===== config.mk =====
export PLATFORM = sky130hd
export DESIGN_NAME = pkt_formatter
export DESIGN_NICKNAME = d
export VERILOG_FILES = /design/src/rtl/pkt_fmt_pkg.sv /design/src/rtl/pkt_seq.sv /design/src/rtl/pkt_shifter.sv /design/src/rtl/pkt_crc.sv /design/src/rtl/pkt_formatter.sv
export SDC_FILE = /design/constraint.sdc
export NUM_CORES = 1
export LEC_CHECK = 0
export BUFFER_PORTS_ARGS = -buffer_cell sky130_fd_sc_hd__buf_2
export CORE_AREA = 2 2 88 174
export CTS_CLUSTER_DIAMETER = 120
export DETAILED_ROUTE_END_ITERATION = 8
export DIE_AREA = 0 0 90 176
export PLACE_DENSITY = 0.84
export REMOVE_ABC_BUFFERS = 1
export SETUP_SLACK_MARGIN = 0.1
export SLEW_MARGIN = 20
export SYNTH_ARGS = -nofsm -noshare
export SYNTH_HDL_FRONTEND = slang
export SYNTH_SLANG_ARGS = --single-unit

===== constraint.sdc =====
create_clock -name clk -period 4.4 [get_ports clk]
set_clock_uncertainty 0.05 [all_clocks]
set_input_delay 0.66 -clock clk [delete_from_list [all_inputs] [get_ports clk]]
set_output_delay 0.66 -clock clk [all_outputs]
set_load 0.05 [all_outputs]

===== src/rtl/pkt_fmt_pkg.sv =====
// Shared definitions for the serial packet builder.
// Assumes: packet bits are numbered from 0 at the first header bit.
package pkt_fmt_pkg;

    // Which section of the packet the current bit belongs to.
    typedef enum logic [1:0] {
        PH_IDLE = 2'd0,
        PH_HDR  = 2'd1,
        PH_BODY = 2'd2,
        PH_CRC  = 2'd3
    } pkt_phase_t;

endpackage


===== src/rtl/pkt_seq.sv =====
// Packet sequencer: counts the bit slots of one packet and names the section.
// Assumes: load only arrives while the sequencer is not busy.
module pkt_seq
    import pkt_fmt_pkg::*;
#(
    parameter int HDR_W   = 4,
    parameter int PAY_W   = 164,
    parameter int PKT_LEN = 180
) (
    input  logic       clk,
    input  logic       rst_n,
    input  logic       load,
    output logic       busy,
    output logic       last,
    output pkt_phase_t phase
);
    localparam int CNT_W = $clog2(PKT_LEN);

    logic [CNT_W-1:0] cnt;

    assign last = busy && (cnt == CNT_W'(PKT_LEN - 1));

    // Bit slot counter and busy flag for the packet in flight.
    always_ff @(posedge clk) begin
        if (!rst_n) begin
            busy <= 1'b0;
            cnt  <= '0;
        end else if (load) begin
            busy <= 1'b1;
            cnt  <= '0;
        end else if (busy) begin
            if (last) begin
                busy <= 1'b0;
                cnt  <= '0;
            end else begin
                cnt <= cnt + CNT_W'(1);
            end
        end
    end

    // Section decode from the slot count.
    always_comb begin
        if (!busy)
            phase = PH_IDLE;
        else if (cnt < CNT_W'(HDR_W))
            phase = PH_HDR;
        else if (cnt < CNT_W'(PAY_W))
            phase = PH_BODY;
        else
            phase = PH_CRC;
    end

    // an accepted event starts the packet at slot zero in the next clock.
    p_start_r2: assert property (@(posedge clk) disable iff (!rst_n)
        load |=> (busy && cnt == '0));

    // slots advance one per clock without a hole until the last one.
    p_step_r3: assert property (@(posedge clk) disable iff (!rst_n)
        (busy && !last) |=> (busy && cnt == $past(cnt) + CNT_W'(1)));

    // the clock after the last slot is idle.
    p_gap_r6: assert property (@(posedge clk) disable iff (!rst_n)
        last |=> !busy);

endmodule


===== src/rtl/pkt_shifter.sv =====
// Record shifter: holds header and event record, shifts out MSB first.
// Assumes: shift is high for every slot of a packet, load only while idle.
module pkt_shifter #(
    parameter int W = 164
) (
    input  logic         clk,
    input  logic         rst_n,
    input  logic         load,
    input  logic         shift,
    input  logic [W-1:0] din,
    output logic         msb
);
    logic [W-1:0] sh;

    // Capture the record at acceptance, then move one bit per slot.
    always_ff @(posedge clk) begin
        if (!rst_n)
            sh <= '0;
        else if (load)
            sh <= din;
        else if (shift)
            sh <= {sh[W-2:0], 1'b0};
    end

    assign msb = sh[W-1];

    // the record held is the one presented at acceptance.
    p_capture_r9: assert property (@(posedge clk) disable iff (!rst_n)
        load |=> (sh == $past(din)));

endmodule


===== src/rtl/pkt_crc.sv =====
// Bit-serial CRC: folds body bits in, then shifts the remainder out MSB first.
// Assumes: clear, upd and shift are mutually exclusive.
module pkt_crc #(
    parameter int         W    = 16,
    parameter logic [W-1:0] POLY = 16'h1021,
    parameter logic [W-1:0] SEED = 16'hFFFF
) (
    input  logic clk,
    input  logic rst_n,
    input  logic clear,
    input  logic upd,
    input  logic bit_in,
    input  logic shift,
    output logic out_bit
);
    logic [W-1:0] crc;
    logic         fb;

    assign fb = crc[W-1] ^ bit_in;

    // Seed, accumulate or drain the remainder.
    always_ff @(posedge clk) begin
        if (!rst_n)
            crc <= SEED;
        else if (clear)
            crc <= SEED;
        else if (upd)
            crc <= {crc[W-2:0], 1'b0} ^ (fb ? POLY : '0);
        else if (shift)
            crc <= {crc[W-2:0], 1'b0};
    end

    assign out_bit = crc[W-1];

    // every packet starts its CRC from the seed.
    p_seed_r5: assert property (@(posedge clk) disable iff (!rst_n)
        clear |=> (crc == SEED));

endmodule


===== src/rtl/pkt_formatter.sv =====
// Serial packet builder top: accepts one event, emits header, tags, hits, CRC.
// Assumes: chip_id is quasi-static; the queue holds evt_* stable while valid.
module pkt_formatter
    import pkt_fmt_pkg::*;
#(
    parameter int         BC_W        = 12,
    parameter int         EC_W        = 8,
    parameter int         ID_W        = 12,
    parameter int         HIT_W       = 128,
    parameter int         HDR_W       = 4,
    parameter logic [3:0] HDR_PATTERN = 4'b1010,
    parameter int         CRC_W       = 16,
    parameter logic [15:0] CRC_POLY   = 16'h1021,
    parameter logic [15:0] CRC_SEED   = 16'hFFFF
) (
    input  logic              clk,
    input  logic              rst_n,
    input  logic              evt_valid,
    output logic              evt_ready,
    input  logic [BC_W-1:0]   evt_bc,
    input  logic [EC_W-1:0]   evt_ec,
    input  logic [HIT_W-1:0]  evt_hits,
    input  logic [ID_W-1:0]   chip_id,
    output logic              ser_data,
    output logic              ser_valid
);
    localparam int BODY_W  = BC_W + EC_W + ID_W + HIT_W;
    localparam int PAY_W   = HDR_W + BODY_W;
    localparam int PKT_LEN = PAY_W + CRC_W;

    logic          load;
    logic          busy;
    logic          last;
    pkt_phase_t    phase;
    logic          sh_bit;
    logic          crc_bit;
    logic [PAY_W-1:0] record;

    assign evt_ready = !busy;
    assign load      = evt_valid && evt_ready;
    assign record    = {HDR_PATTERN[HDR_W-1:0], evt_bc, evt_ec, chip_id, evt_hits};

    pkt_seq #(
        .HDR_W   (HDR_W),
        .PAY_W   (PAY_W),
        .PKT_LEN (PKT_LEN)
    ) u_seq (
        .clk   (clk),
        .rst_n (rst_n),
        .load  (load),
        .busy  (busy),
        .last  (last),
        .phase (phase)
    );

    pkt_shifter #(
        .W (PAY_W)
    ) u_shift (
        .clk   (clk),
        .rst_n (rst_n),
        .load  (load),
        .shift (busy),
        .din   (record),
        .msb   (sh_bit)
    );

    pkt_crc #(
        .W    (CRC_W),
        .POLY (CRC_POLY[CRC_W-1:0]),
        .SEED (CRC_SEED[CRC_W-1:0])
    ) u_crc (
        .clk     (clk),
        .rst_n   (rst_n),
        .clear   (load),
        .upd     (phase == PH_BODY),
        .bit_in  (sh_bit),
        .shift   (phase == PH_CRC),
        .out_bit (crc_bit)
    );

    // Output select: record bits, then CRC bits, quiet when idle.
    always_comb begin
        unique case (phase)
            PH_HDR, PH_BODY: ser_data = sh_bit;
            PH_CRC:          ser_data = crc_bit;
            default:         ser_data = 1'b0;
        endcase
    end

    assign ser_valid = busy;

    // a finished packet frees the queue handshake in the next clock.
    p_ready_after_r6: assert property (@(posedge clk) disable iff (!rst_n)
        last |=> evt_ready);

    // the line stays idle unless an event was accepted.
    p_idle_hold_r1: assert property (@(posedge clk) disable iff (!rst_n)
        (!ser_valid && !load) |=> !ser_valid);

endmodule


* After elaboration in Yosys (flattened, before gate mapping)
Index checks and enable logic that the tools add are counted.
** Operators by class
- $add $sub $neg :: 1
- Magnitude comparators :: 2
- Eq/ne operators :: 4
- Multiplexer cells :: 13
- Bitwise operators :: 3
- Reductions and logical operators :: 7
** Operators by type and width (count)
- 2-to-1 mux 164 bit :: 2
- 2-to-1 mux 16 bit :: 2
- bitwise XOR 16 bit :: 1
- 2-to-1 mux 13 bit :: 1
- adder 8 x 1 -> 8 bit, second input constant :: 1
- == test 8 bit, second input constant :: 1
- < comparator 8 x 3 -> 1 bit, second input constant :: 1
- < comparator 8 bit, second input constant :: 1
- 2-to-1 mux 8 bit :: 1
- == test 2 bit, second input constant :: 2
- 2-to-1 mux 1 bit :: 4
- 2-to-1 mux 2 bit :: 2
- nonzero test 2 bit :: 2
- OR reduction 2 bit :: 2
- == test 2 x 1 -> 1 bit, second input constant :: 1
- logical AND 1 bit :: 2
- case mux 1 bit (2 select lines) :: 1
- zero test 1 bit :: 1
- inverter 1 bit :: 1
- bitwise XOR 1 bit :: 1
** Word-level totals
- Register bits after elaboration :: 189
- Input bits :: 163

* Longest topological paths before layout
Gate-level depths: netlist of the first run.
- Depth after elaboration :: 7
- Depth in mapped cells :: 9

* Hierarchy
From an unflattened synthesis of the first run, not the netlist that was laid out.
** Unflattened totals
- Cell total of the unflattened synthesis :: 867
- Area, all modules :: 9477.8 um2
** By module, submodules not included
- pkt_shifter :: instances 1, cells an instance 728, area an instance 8325.5 um2, sequential area each 3283.1 um2
- pkt_crc :: instances 1, cells an instance 74, area an instance 599.3 um2, sequential area each 320.3 um2
- pkt_seq :: instances 1, cells an instance 54, area an instance 479.2 um2, sequential area each 180.2 um2
- pkt_formatter :: instances 1, cells an instance 11, area an instance 73.8 um2, sequential area each 0.0 um2

* Worst setup path before layout of the first run
No wires, ideal clock.
- Path kind :: reg2out
- From :: reg u_seq.busy
- To :: out ser_data
- Arrival :: 2.802 ns
- Required time :: 3.690 ns
- Path slack :: 0.888 ns
- Cell stages (with the launch flop) :: 8
- Buffers on the path :: 2
- Cell sequence :: dfxtp_1 > inv_2 > clkbuf_1 > clkbuf_1 > a21oi_1 > ha_1 > a22oi_1 > nor2_1
** On the way
- Longest elaborated chain between the ends :: 4
- Elaborated cells on any way between the ends :: 6
** RTL lines
- start, declared :: RTL line pkt_seq.sv:13 : output logic busy,
- start signal, assigned :: RTL line pkt_seq.sv:26 : busy <= 1'b0;
- start signal, assigned :: RTL line pkt_seq.sv:29 : busy <= 1'b1;
- start signal, assigned :: RTL line pkt_seq.sv:33 : busy <= 1'b0;
- 2-to-1 mux 2 bit * :: RTL line pkt_seq.sv:43 : if (!busy)
- == test 2 x 1 -> 1 bit / == test 2 bit (equally long branches) :: RTL line pkt_formatter.sv:83 : unique case (phase)
- OR reduction 2 bit :: RTL line pkt_formatter.sv:83
- case mux 1 bit (2 select lines) * :: RTL line pkt_formatter.sv:83
- end, declared :: RTL line pkt_formatter.sv:24 : output logic ser_data,
Every way passes the cells marked *; elsewhere a longest branch is shown, timed or not.

* Worst setup path after layout of the first run
Same ends and word-level chain as after synthesis.

==> metrics, run 1 <==
status complete, no violations; HP Class reg2reg; max-slew violation count 0; global-route wire length before repair 28.30 mm; YS warnings 0; Reg clk slew, reported paths 70 ps; EDFF count, synth 0; arrival time at the worst endpoint 2610 ps; VDD IR max 0.0004060 V; library cells used by synthesis 32; Avg Synthesized Cell Area 9.992 um2; RSZ-0062 raised after global routing false; Nets 1132; worst setup path class reg2out; Reg area 3784 um2; multiplexer share of the synthesized area 19.20%; slowest stage cell, crit path dfxtp_1; Leak Pwr 5.960 nW; critical path, cell by cell inv_8 > a21oi_1 > ha_1 > a22oi_1 > nor2_1 > buf_2; most frequent cells in the layout nand2_1, dfxtp_1, buf_2, mux2i_1, o211a_1; Hold Buf Count CTS 0; ys flop type dfxtp_1; Detail Route Antenna Nets 0; post-synthesis cell area 8503 um2; hold_ws 418.0 ps; Rows 62; CP Max Fanout 103; Top delay family on crit path flip-flops; GRT overflow 0; vias 6442; 1st-iter DRT viols 269; power density over the cells 392.6 nW/um2; Synth Instances 851; TritonCTS Buffers 17; Critical Path Max Stage Delay 800 ps; Max transition margin 35.99%; cells resized by post-CTS repair 0; Clock Latency Late Sink 430 ps; largest family of logic cells by synthesized area compound AO/OA/AOI/OAI gates; drt wl/cell 14.71 um; Sink Count 189; Max-cap violations 0; Synth Area in Simple Gates 10.82%; area occupied by multi-input gates 4384 um2; Layout fillers 1147; HPWL Detailed 11.25 mm; asr flop ratio synth 0%; Seq/Total Area, Yosys 44.50%; antenna violations before repair 3; share of cells above drive strength 1 21.27%; Cell Count Post-Placement 1138; area share of xor/xnor cells in the synthesized design 0.9270%; vias in the first global route 6279; CTS tree done; starting density of the core 58.93%; endpoints failing hold 0; Compound-Gate Fraction of Synth Area 20.03%; Residual DRC 0; CTS H-tree depth 4; total routed wirelength 17.25 mm; largest net degree at the start of global routing 223; most common cell after layout, fill and taps aside nand2_1; synthesized flop and latch total 189; fin cells 1173; Worst setup SP type flip-flop; routability cong. 0.8062; synth top area cells dfxtp_1, mux2i_1, o211a_1; core outline area 14430 um2; vias per std cell 5.492; worst slew pin tran 960.1 ps; die width 90 um; Final Cell Area 9936 um2; crit path time final 3317 ps; post-CTS setup repair buffer count 0; die footprint 15840 um2; Die Span Y 176 um; Max clock buf depth 2; placed cell area 9353 um2; post-route clock period utilization 75.38%; worst path buffer plus inverter count 2; post-synth top area cell dfxtp_1; gr usage total 21.47%; total power 0.003901 W; endpoints failing setup 0; highest clock rate 301.5 MHz; Yosys top cell area share 44.50%; clk root buf clkbuf_16; drt pass-1 iters 4; Synth Area in Adders 0.5886%; I/O pin cnt 166; CP required 3690 ps; area delta synth->final 16.85%; port buffer count 165; Setup crit end kind output pin
==> cell usage after synthesis (3+ instances only) <==
cell and number:
xnor2_1 3, xor2_1 6, mux2i_1 162, nor3_1 6, o21ai_0 6, nand2_1 191, buf_2 17, nand3_1 14
ha_1 4, clkbuf_1 57, o211a_1 159, dfxtp_1 189, nor2_1 14
==> logic make-up after synthesis <==
family          after synthesis
mux                         163
compound gates              174
fa+ha+maj                     4
buf+inv                      80
flops                       189
xor+xnor                      9
simple gates                232
==> final timing paths <==
kind | start | end | slack (ps) | cells past startpoint
worst min-delay path | u_crc.crc[0]$_SDFFE_PP1P_ | u_crc.crc[1]$_SDFFE_PP1P_ | 420 | 2
worst max-delay path | u_seq.busy$_SDFF_PN0_ | ser_data | 1080 | 6
worst min register to register | u_crc.crc[0]$_SDFFE_PP1P_ | u_crc.crc[1]$_SDFFE_PP1P_ | 420 | 2
worst max register to register | u_seq.busy$_SDFF_PN0_ | u_shift.sh[134]$_SDFFE_PN0P_ | 2050 | 3
==> cell type report <==
class / count / area share [%]
flip-flops and latches: 189 / 38.08
multi-input cells: 582 / 44.13
well taps: 192 / 2.418
repair buffers: 171 / 9.256
clock buffers: 19 / 4.559
clock inverters: 13 / 1.234
diodes: 3 / 0.07556
inverters: 4 / 0.2519
==> tightest hold or removal path: stages (launching register included) <==
cell     delay, ps
dfxtp_1        330
nand2_1         50
nand3_1         70
==> layer usage <==
layer	up-vias	part of all wire (%)	track usage [%]
met2	123	54	40.41
met4	0	2.1	8.654
met3	24	3.5	4.268
met5	-	0	0
met1	3008	40	23.25
li1	3287	-	-
==> where the power goes <==
group | internal (W) | total, W | switching, W
Sequential | 0.00184 | 0.00192 | 0.0000763
Combinational | 0.000258 | 0.000504 | 0.000246
Clock | 0.000779 | 0.00148 | 0.000699
Total | 0.00288 | 0.00390 | 0.00102
==> flip-flops by register name (all words and copies together) (netlist names) <==
name	count
u_crc.crc	16
u_shift.sh	164
u_seq.cnt	8
u_seq.busy	1
==> per-stage QoR <==
| stage | setup TNS [ps] | worst slack, ps | util [%] |
|---|---|---|---|
| floorplan | -11390 | -1026 | - |
| global placement | 0 | 1555 | 64.82 |
| detailed placement | 0 | 1549 | 64.82 |
| CTS | 0 | 1071 | 68.81 |
| global route | 0 | 874.8 | 68.86 |
| finish | 0 | 1083 | 68.86 |
(Power assumes the default switching activity.)
==> inputs of run 2 (changes only) <==
--- a/config.mk
+++ b/config.mk
@@ -5,12 +5,13 @@
 export SDC_FILE = /design/constraint.sdc
 export NUM_CORES = 1
 export LEC_CHECK = 0
+export ABC_AREA = 1
 export BUFFER_PORTS_ARGS = -buffer_cell sky130_fd_sc_hd__buf_2
-export CORE_AREA = 2 2 88 174
+export CORE_AREA = 2 2 96 191
 export CTS_CLUSTER_DIAMETER = 120
 export DETAILED_ROUTE_END_ITERATION = 8
-export DIE_AREA = 0 0 90 176
-export PLACE_DENSITY = 0.84
+export DIE_AREA = 0 0 98 193
+export PLACE_DENSITY = 0.75
 export REMOVE_ABC_BUFFERS = 1
 export SETUP_SLACK_MARGIN = 0.1
 export SLEW_MARGIN = 20
==> constraint.sdc (replaced) <==
create_clock -name clk -period 2.7 [get_ports clk]
set_clock_uncertainty 0.05 [all_clocks]
set_input_delay 0.405 -clock clk [delete_from_list [all_inputs] [get_ports clk]]
set_output_delay 0.405 -clock clk [all_outputs]
set_load 0.05 [all_outputs]
==> run 2 against run 1 <==
  * Flip-flop and latch count stayed put
  * Clock-buffer cell count grew 2
  * Final cell count increased by 45%
  * Wire length is 11% higher
  * Worst setup slack lost 800 ps
  * Non-clock buffer count grew 6
  * Critical endpoint unchanged
  * Highest routed layer is now met5
  * Clock power is 57% higher
==> metrics, run 2 <==
Die Span Y 193 um (was 176 um); VDD IR max 0.0004235 V (was 0.0004060 V); Critical Path Max Stage Delay 680 ps (was 800 ps); worst setup path class reg2out (unchanged); library cells used by synthesis 20 (was 32); Worst Slack Setup Final 285.9 ps (was 1083 ps); Layout fillers 1743 (was 1147); drt wl/cell 11.23 um (was 14.71 um); GRT overflow 0 (unchanged); arrival time at the worst endpoint 1960 ps (was 2610 ps); highest clock rate 414.2 MHz; Rows 69 (was 62); worst path buffer plus inverter count 2 (unchanged); Detail Route Antenna Nets 0 (unchanged); asr flop ratio synth 0% (unchanged); port buffer count 165 (unchanged); total routed wirelength 19.15 mm (was 17.25 mm); Final Cell Area 10030 um2 (was 9936 um2); Max transition margin 47.80% (was 35.99%); area delta synth->final 16.71% (was 16.85%); metal3 WL 1.134 mm (was 600 um); DRT met1 WL 8.323 mm (was 6.925 mm); power density over the cells 602.0 nW/um2 (was 392.6 nW/um2); Residual DRC 0 (unchanged); Largest register FFs 164 (unchanged); Leak Pwr 5.774 nW (was 5.960 nW); Top delay family on crit path flip-flops (unchanged); Regs by FF count u_shift.sh: 164 flops, u_crc.crc: 16 flops, u_seq.cnt: 8 flops (unchanged); CTS H-tree depth 4 (unchanged); share of cells above drive strength 1 14.60% (was 21.27%); HP Class in2reg (was reg2reg); slowest stage cell, crit path dfxtp_4 (was dfxtp_1); clk root buf clkbuf_16 (unchanged); vias per std cell 4.836 (was 5.492); Seq/Total Area, Yosys 44.01% (was 44.50%); post-synthesis cell area 8597 um2 (was 8503 um2); die width 98 um (was 90 um); drt pass-1 iters 5 (was 4); global-route wire length before repair 33.20 mm (was 28.30 mm); status complete, no violations (unchanged); antenna violations before repair 2 (was 3); CP required 2250 ps (was 3690 ps); HPWL Detailed 12.39 mm (was 11.25 mm); starting density of the core 49.05% (was 58.93%); Avg Synthesized Cell Area 6.326 um2 (was 9.992 um2); Setup crit end kind output pin (unchanged); Sink Count 189 (unchanged); most frequent cells after synthesis nand2_1, nand3_1, dfxtp_1 (was nand2_1, dfxtp_1, mux2i_1); placed cell area 9475 um2 (was 9353 um2); gr usage total 20.67% (was 21.47%); antenna cells 0 (was 3); CTS tree done (unchanged); synth top area cells dfxtp_1, nand2_1, nand3_1 (was dfxtp_1, mux2i_1, o211a_1); endpoints failing hold 0 (unchanged); largest net degree at the start of global routing 163 (was 223); Reg clk slew, reported paths 70 ps (about the same); Yosys top cell area share 44.01% (was 44.50%); count leader, synth nand2_1 (unchanged); Worst setup SP type flip-flop (unchanged); worst slew pin tran 783.0 ps (was 960.1 ps); most frequent cells in the layout nand2_1, nand3_1, dfxtp_1, inv_1, buf_2 (was nand2_1, dfxtp_1, buf_2, mux2i_1, o211a_1); TritonCTS Buffers 17 (unchanged); DR top layer met5 (was met4); endpoints failing setup 0 (unchanged); Max clock buf depth 2 (unchanged); YS warnings 0 (unchanged); hold_ws 200.6 ps (was 418.0 ps); EDFF count, synth 0 (unchanged); core outline area 17530 um2 (was 14430 um2); DR WL met2 9.452 mm (was 9.368 mm); die footprint 18910 um2 (was 15840 um2); crit path time final 2414 ps; Synth Instances 1359 (was 851); fin util 57.25% (was 68.86%); vias 8251 (was 6442); critical path, cell by cell nand2_2 > inv_1 > ha_1 > nand2_1 > a21oi_2 > buf_6 (was inv_8 > a21oi_1 > ha_1 > a22oi_1 > nor2_1 > buf_2); most common cell after layout, fill and taps aside nand2_1 (unchanged); 1st-iter DRT viols 389 (was 269); Nets 1647 (was 1132); max-slew violation count 0 (unchanged); most flop-heavy register u_shift.sh (unchanged); post-route clock period utilization 89.41%; Post-Place Worst Slack 585.3 ps (was 1549 ps); ys flop type dfxtp_1 (unchanged); I/O pin cnt 166 (unchanged); CP Max Fanout 45 (was 103); Clock Latency Late Sink 420 ps (was 430 ps); routability cong. 0.7996 (was 0.8062); RSZ-0062 raised after global routing false (unchanged); vias in the first global route 7597 (was 6279); post-synth top area cell dfxtp_1 (unchanged); Max-cap violations 0 (unchanged); synthesized flop and latch total 189 (unchanged)
run 2: cells by family (layout without fill, tap and decap cells):
logic type	Yosys count	in the layout	synth area share (%)
and+or+nand+nor	901	901	42.40
DFF	189	189	44.01
adders and majority gates	4	4	0.5822
AOI/OAI and AO/OA	10	10	0.7276
buffers and inverters	250	384	11.77
xor gates and xnor gates	5	5	0.5095
run 2: power by group:
| part | switching [W] | leakage [nW] | internal, W |
|---|---|---|---|
| registers | 0.0000914 | 1.55 | 0.00294 |
| clock network | 0.00108 | 0.260 | 0.00124 |
| logic | 0.000418 | 3.96 | 0.000276 |
| total | 0.00159 | 5.77 | 0.00445 |
run 2: final cells by class:
type / count / area [um2] / area share (%)
clock inverters: 11 / 85.08 / 0.8480
repair buffers: 177 / 962.2 / 9.590
clock buffers: 21 / 460.4 / 4.589
well taps: 213 / 266.5 / 2.656
flip-flops and latches: 189 / 3787 / 37.75
inverters: 175 / 659.4 / 6.572
multi-input cells: 920 / 3812 / 38.00
run 2: per-stage QoR:
stage	TNS, ps	power, W	cells
after floorplan	-911740	0.003516	1284
after global placement	0	0.003770	1674
after detailed placement	0	0.003791	1674
after CTS	0	0.006109	1706
after global routing	0	0.006343	1706
final	0	0.006040	1706
run 2: worst paths after layout:
check	end	from	cells past startpoint	slack, ps
worst max-delay path	ser_data	u_seq.busy$_SDFF_PN0_	6	290
worst min-delay path	u_shift.sh[0]$_SDFFE_PN0P_	evt_hits[0]	3	200
worst max register to register	u_shift.sh[11]$_SDFFE_PN0P_	u_seq.busy$_SDFF_PN0_	8	600
worst min register to register	u_crc.crc[10]$_SDFFE_PP1P_	u_crc.crc[10]$_SDFFE_PP1P_	2	410
run 2: routing by layer:
layer	track usage [%]	up-vias
met5	0	-
met4	5.502	4
met3	5.119	19
met2	36.51	188
met1	25.03	3722
li1	-	4318
run 2: what timing repair did:
action / 4_1_cts / 5_1_grt
hold buffers: 0 / 0
gates resized for setup: 0 / 6
setup endpoints to repair: 0 / 1
buffers inserted: 0 / 0
run 2: tightest hold or removal path, stage by stage:
cell	delay (ps)
buf_2	100
nand2_1	50
a21oi_1	60
